### config.mk
export PLATFORM = sky130hd
export DESIGN_NAME = pattern_hit_detector
export DESIGN_NICKNAME = d
export VERILOG_FILES = /design/src/rtl/det_pkg.sv /design/src/rtl/det_next_state.sv /design/src/rtl/det_state_reg.sv /design/src/rtl/pattern_hit_detector.sv
export SDC_FILE = /design/constraint.sdc
export NUM_CORES = 1
export LEC_CHECK = 0
export ABC_AREA = 1
export CAP_MARGIN = 20
export CORE_AREA = 2 2 39 41
export DETAILED_ROUTE_END_ITERATION = 8
export DIE_AREA = 0 0 41 43
export DONT_BUFFER_PORTS = 1
export PLACE_DENSITY = 0.38
export SYNTH_ARGS = -nofsm -noshare
export SYNTH_HDL_FRONTEND = slang
export SYNTH_SLANG_ARGS = --single-unit
### constraint.sdc
create_clock -name clk_i -period 0.8 [get_ports clk_i]
set_input_delay 0.24 -clock clk_i [delete_from_list [all_inputs] [get_ports clk_i]]
set_output_delay 0.24 -clock clk_i [all_outputs]
set_load 0.05 [all_outputs]
### src/rtl/det_pkg.sv
package det_pkg;
    localparam int unsigned ST_COUNT = 5;
    localparam int unsigned ST_IDX_W = $clog2(ST_COUNT);

    typedef enum logic [ST_IDX_W-1:0] {
        ST_IDLE   = 3'd0,
        ST_GOT1   = 3'd1,
        ST_GOT10  = 3'd2,
        ST_GOT101 = 3'd3,
        ST_HIT    = 3'd4
    } st_idx_e;

    typedef logic [ST_COUNT-1:0] onehot_t;

    localparam onehot_t RESET_VEC = onehot_t'(1) << ST_IDLE;
endpackage

### src/rtl/det_next_state.sv
module det_next_state
    import det_pkg::*;
(
    input  onehot_t cur_i,
    input  logic    bit_i,
    output onehot_t nxt_o
);
    // Each next-state bit is the OR of the arcs entering that state.
    always_comb begin
        nxt_o            = '0;
        nxt_o[ST_IDLE]   = ~bit_i & (cur_i[ST_IDLE] | cur_i[ST_GOT10]);
        nxt_o[ST_GOT1]   =  bit_i & (cur_i[ST_IDLE] | cur_i[ST_GOT1] | cur_i[ST_HIT]);
        nxt_o[ST_GOT10]  = ~bit_i & (cur_i[ST_GOT1] | cur_i[ST_GOT101] | cur_i[ST_HIT]);
        nxt_o[ST_GOT101] =  bit_i & cur_i[ST_GOT10];
        nxt_o[ST_HIT]    =  bit_i & cur_i[ST_GOT101];
    end
endmodule

### src/rtl/det_state_reg.sv
module det_state_reg
    import det_pkg::*;
(
    input  logic    clk_i,
    input  logic    arst_i,
    input  onehot_t nxt_i,
    output onehot_t st_o
);
    // One flop per state: the idle flop is preset, the others are cleared.
    for (genvar g = 0; g < ST_COUNT; g++) begin : g_flop
        always_ff @(posedge clk_i or posedge arst_i) begin
            if (arst_i) st_o[g] <= RESET_VEC[g];
            else        st_o[g] <= nxt_i[g];
        end
    end

    AST_STATE_ONEHOT: assert property (@(posedge clk_i) disable iff (arst_i)
        $onehot(st_o));
endmodule

### src/rtl/pattern_hit_detector.sv
module pattern_hit_detector
    import det_pkg::*;
(
    input  logic clk_i,
    input  logic arst_i,
    input  logic bit_i,
    output logic hit_o
);
    onehot_t st_q;
    onehot_t st_d;

    det_next_state i_next (
        .cur_i (st_q),
        .bit_i (bit_i),
        .nxt_o (st_d)
    );

    det_state_reg i_reg (
        .clk_i  (clk_i),
        .arst_i (arst_i),
        .nxt_i  (st_d),
        .st_o   (st_q)
    );

    // Moore output: taken straight from the final state flop.
    always_comb begin
        hit_o = st_q[ST_HIT];
    end

    AST_HIT_FROM_101: assert property (@(posedge clk_i) disable iff (arst_i)
        hit_o |-> ($past(st_q[ST_GOT101]) && $past(bit_i)));

    AST_ONE_KEEPS_PROGRESS: assert property (@(posedge clk_i) disable iff (arst_i)
        ((st_q[ST_IDLE] || st_q[ST_GOT1] || st_q[ST_HIT]) && bit_i) |=> st_q[ST_GOT1]);

    AST_ZERO_TO_10: assert property (@(posedge clk_i) disable iff (arst_i)
        ((st_q[ST_GOT1] || st_q[ST_GOT101] || st_q[ST_HIT]) && !bit_i) |=> st_q[ST_GOT10]);

    AST_ZERO_TO_IDLE: assert property (@(posedge clk_i) disable iff (arst_i)
        ((st_q[ST_IDLE] || st_q[ST_GOT10]) && !bit_i) |=> st_q[ST_IDLE]);

    AST_HIT_OVERLAP: assert property (@(posedge clk_i) disable iff (arst_i)
        (st_q[ST_GOT101] && bit_i) |=> hit_o);

    AST_HIT_SINGLE: assert property (@(posedge clk_i) disable iff (arst_i)
        hit_o |=> !hit_o);
endmodule

Word-level counts from Yosys, hierarchy flattened
Index checks and enable logic that the tools add are counted.
{"block": "classes", "eq_ne": 0, "order_cmp": 0, "addsub": 0, "reduce_logical": 0, "muxes": 0, "div": 0, "bitwise": 11, "shift": 0, "mul": 0}
{"operator": "1-bit AND", "n": 5}
{"operator": "1-bit OR", "n": 5}
{"operator": "1-bit NOT", "n": 1}
{"block": "word_totals", "inputBits": 3, "output_inout_bits": 1, "ff_bits": 5, "romBits": 0, "n_memories": 0, "ramBits": 0, "latch_bits": 0}

Logic depth before layout (Yosys ltp)
{"block": "depth", "depth_word": 3, "ltp_mapped": 2}

Hierarchy
Synthesis repeated with hierarchy kept, for this count alone.
{"block": "unflattened", "cells_unflattened": 18, "area_unflattened_um2": 181.4}
{"mod": "det_state_reg", "area_each_um2": 130.1, "cells_each": 6, "n_inst": 1}
{"mod": "det_next_state", "area_each_um2": 51.3, "cells_each": 12, "n_inst": 1}

Worst setup path before layout
OpenSTA, ideal clock, no wires.
{"block": "synth_timing", "path_kind": "register to register", "start": "register i_reg.st_o[4]", "end": "register i_reg.st_o[2]", "setup_slack_ns": -0.149, "synth_period_minus_slack_ns": 0.949, "path_stages_with_launch": 3, "t_arrival_ns": 0.872, "path_buffers": 0, "setup_ns": 0.077, "cell_sequence": "dfrtp_1 inv_1 a21oi_1"}
{"block": "synth_via", "elab_chain_len": 2}
{"item": "start: declaration", "line": "det_state_reg.sv:7", "rtl": "output onehot_t st_o"}
{"item": "start signal: indexed assignment", "line": "det_state_reg.sv:12", "rtl": "if (arst_i) st_o[g] <= RESET_VEC[g];"}
{"item": "start signal: indexed assignment", "line": "det_state_reg.sv:13", "rtl": "else st_o[g] <= nxt_i[g];"}
{"item": "1-bit OR", "line": "det_next_state.sv:13", "rtl": "nxt_o[ST_GOT10] = ~bit_i & (cur_i[ST_GOT1] | cur_i[ST_GOT101] | cur_i[ST_HIT]);"}
{"item": "1-bit AND", "line": "det_next_state.sv:13"}
{"item": "net i_next.nxt_o[2]", "line": "det_next_state.sv:6", "rtl": "output onehot_t nxt_o"}
The timed path passes the listed nets, and every way through them passes these cells.

Worst setup path after layout
{"block": "layout_timing", "start": "register i_reg.st_o[4]", "end": "output port hit_o"}
{"item": "end: declaration", "line": "pattern_hit_detector.sv:7", "rtl": "output logic hit_o"}
No word-level cell between the ends.

==> results.ini <==
[status]
status = finished, violations left
violations = setup timing

[yosys]
synth-simple-area-share_pct = 12.4
async_reset_ff_share_pct = 100
synth_mux_area_share_pct = 0
ys_warn_count = 0
synthAdderAreaFrac_pct = 0
synth_compound_area_share_pct = 7.59
synth-xor-area-share_pct = 0
syn-num-nets = 21
synth_edf_count = 0
yosysTopAreaCellShare_pct = 55.2
ys_types = 8
synthFlopType = dfrtp_1
ys_ff_latch = 5
syn-instance-count = 18
yosys.area.top_type = dfrtp_1
synth.area.top_cells = dfrtp_1 55%, dfstp_2 14%, inv_1 8.3%, nor2_1 8.3%, a21oi_2 4.8%
seq_area_frac_synth_pct = 69.7
netlist_top_cells_count = 4 x dfrtp_1, 4 x inv_1, 4 x nor2_1
synth_top_family_by_area = simple AND/OR/NAND/NOR gates
synth_area_um2 = 181
syn_avg_cell_area_um2 = 10.1

[global_routing]
grt_pass1_vias = 168
grt_max_degree = 6
antenna_found_initial = 0
grt_first_pass_wirelength_um = 600
grt.total_usage_pct = 5.86
overflow = 0

[timing]
slew_viol_final = 0
min_period_ns = 1.04
fin_skew_ns = 0.00261
worstMarginPinSlew_ns = 0.209
fin_ws_ns = -0.243
hold_ws_ns = 0.0237
timing.fmax_ghz = 0.959
grt_setup_unrepaired = yes
timing.final.crit_share_pct = 130
hold_viol = 0
setup_viol_count_final = 1
relSlewSlack_pct = 86.1

[cts]
cts_max_level = 1
cts_buffers = 3
path_clk_slew_ns = 0.05
clk_latency_ns = 0.24
clockBufferDepth = 2
cts_tree = built
cts.sinks = 5
clock-root-buffer = clkbuf_4

[cells_and_area]
top_regs = i_reg.st_o x5
largest_reg_flops = 5
finalNetCount = 29
n_antenna_cell = 0
num-fill-cells = 145
final_util_pct = 19.7
top_register = i_reg.st_o
fin_cells = 41
layout-drive-gt1-share_pct = 44.0
synthToLayoutAreaGrowth_pct = 50.3

[placement]
place.gp.congestion = 0.638
dp.cells = 35
dp_hpwl_um = 249
io_buffers = 0

[critical_path]
crit_path_start_kind = flip-flop
crit_arrival_ns = 0.80
reg2reg_setup_slack_ns = 0.03
crit_slowest_cell = dfrtp_2
crit_chain = buf_12
slowest_delay_ns = 0.41
critPathTopFamily = flip-flops
worstSetupPathType = reg -> out
end_kind = output port
cp_data_required_time_ns = 0.56
critPathBufInv = 1
path_max_fanout = 2

[flow_run]
max_cap_viol_count = 0

[power]
total_power_mw = 0.640
p_leak_nw = 0.137
power_density_nw_per_um2 = 2350
ir_drop_uv = 702

[drt]
ant_nets = 0
wl_per_cell_um = 8.78
routed_wl_um = 360
drcViolationCount = 0
drt_iter0_drc = 0
num_vias = 132
drtPass1Iterations = 1
routed_via_density = 3.22

[die]
rows = 14
coreArea_um2 = 1380
die_w_um = 41
io_pins = 4
initial_utilization_pct = 13.1
dieArea_um2 = 1760
die_y_um = 43

[hold_path]
min-delay-path-class = in -> reg

==> cells by family (layout without fill, tap and decap cells) <==
family,Yosys count,in the layout
AOI/OAI and AO/OA,2,2
DFF,5,5
buffers and inverters,5,12
and+or+nand+nor,6,6
==> layer usage <==
layer / share of wire [%] / vias to the layer above / GRT usage (%)
li1: - / 66 / -
met1: 37 / 62 / 4.61
met2: 52 / 4 / 7.81
met3: 11 / 0 / 3.66
met4: 0 / 0 / 8.00
met5: 0 / - / 0
==> cell type report <==
type | count | area [um^2] | share of cell area [%]
clock buffer | 4 | 26.3 | 9.63
inverter | 5 | 21.3 | 7.80
multi-input combinational | 8 | 40.0 | 14.7
sequential | 5 | 128 | 46.8
tap | 16 | 20.0 | 7.34
timing repair buffer | 3 | 37.5 | 13.8
==> worst paths after layout <==
path,startpoint,to,cells past startpoint
hold / removal,bit_i,i_reg.st_o[0]$_DFF_PP1_,1
min in group asynchronous,arst_i,i_reg.st_o[2]$_DFF_PP0_,2
max in group asynchronous,arst_i,i_reg.st_o[0]$_DFF_PP1_,2
hold reg to reg,i_reg.st_o[2]$_DFF_PP0_,i_reg.st_o[3]$_DFF_PP0_,2
setup reg to reg,i_reg.st_o[4]$_DFF_PP0_,i_reg.st_o[2]$_DFF_PP0_,3
setup / recovery,i_reg.st_o[4]$_DFF_PP0_,hit_o,1
==> layout by cell type, fill, tap and decap left out, drive strengths merged <==
master / synthesis / routed
a21oi: 2 / 2
buf: 0 / 2
clkbuf: 0 / 4
dfrtp: 4 / 4
dfstp: 1 / 1
dlygate4sd3: 0 / 1
inv: 5 / 5
nand2: 2 / 2
nor2: 4 / 4
==> repair_timing <==
action / 4_1_cts / 5_1_grt
endpoints found under the setup margin: 1 / 2
resized for setup: 0 / 2
hold buffers: 1 / 0
endpoints found under the hold margin: 4 / 0
buffers inserted: 1 / 0
==> through the flow <==
step / setup slack [ns] / setup TNS (ns) / instance area, um^2
global route: -0.262 / -0.262 / 273
CTS: -0.254 / -0.254 / 267
finish: -0.243 / -0.243 / 273
detailed placement: 0.000253 / 0 / 223
global placement: 0.000259 / 0 / 223
floorplan: 0.0274 / 0 / 183
==> report_power, final <==
part	switching [mW]	internal (mW)	leakage, nW
Sequential	0.0121	0.276	0.0629
Combinational	0.0294	0.0254	0.0589
Clock	0.108	0.189	0.0150
==> worst register-to-register path: cells and delay by family, from the launching register on <==
kind	cells	cell delay [ns]
DFF	1	0.41
buffers and inverters	2	0.20
AOI/OAI and AO/OA	1	0.05
No activity file was read; power rests on OpenSTA's default activity.
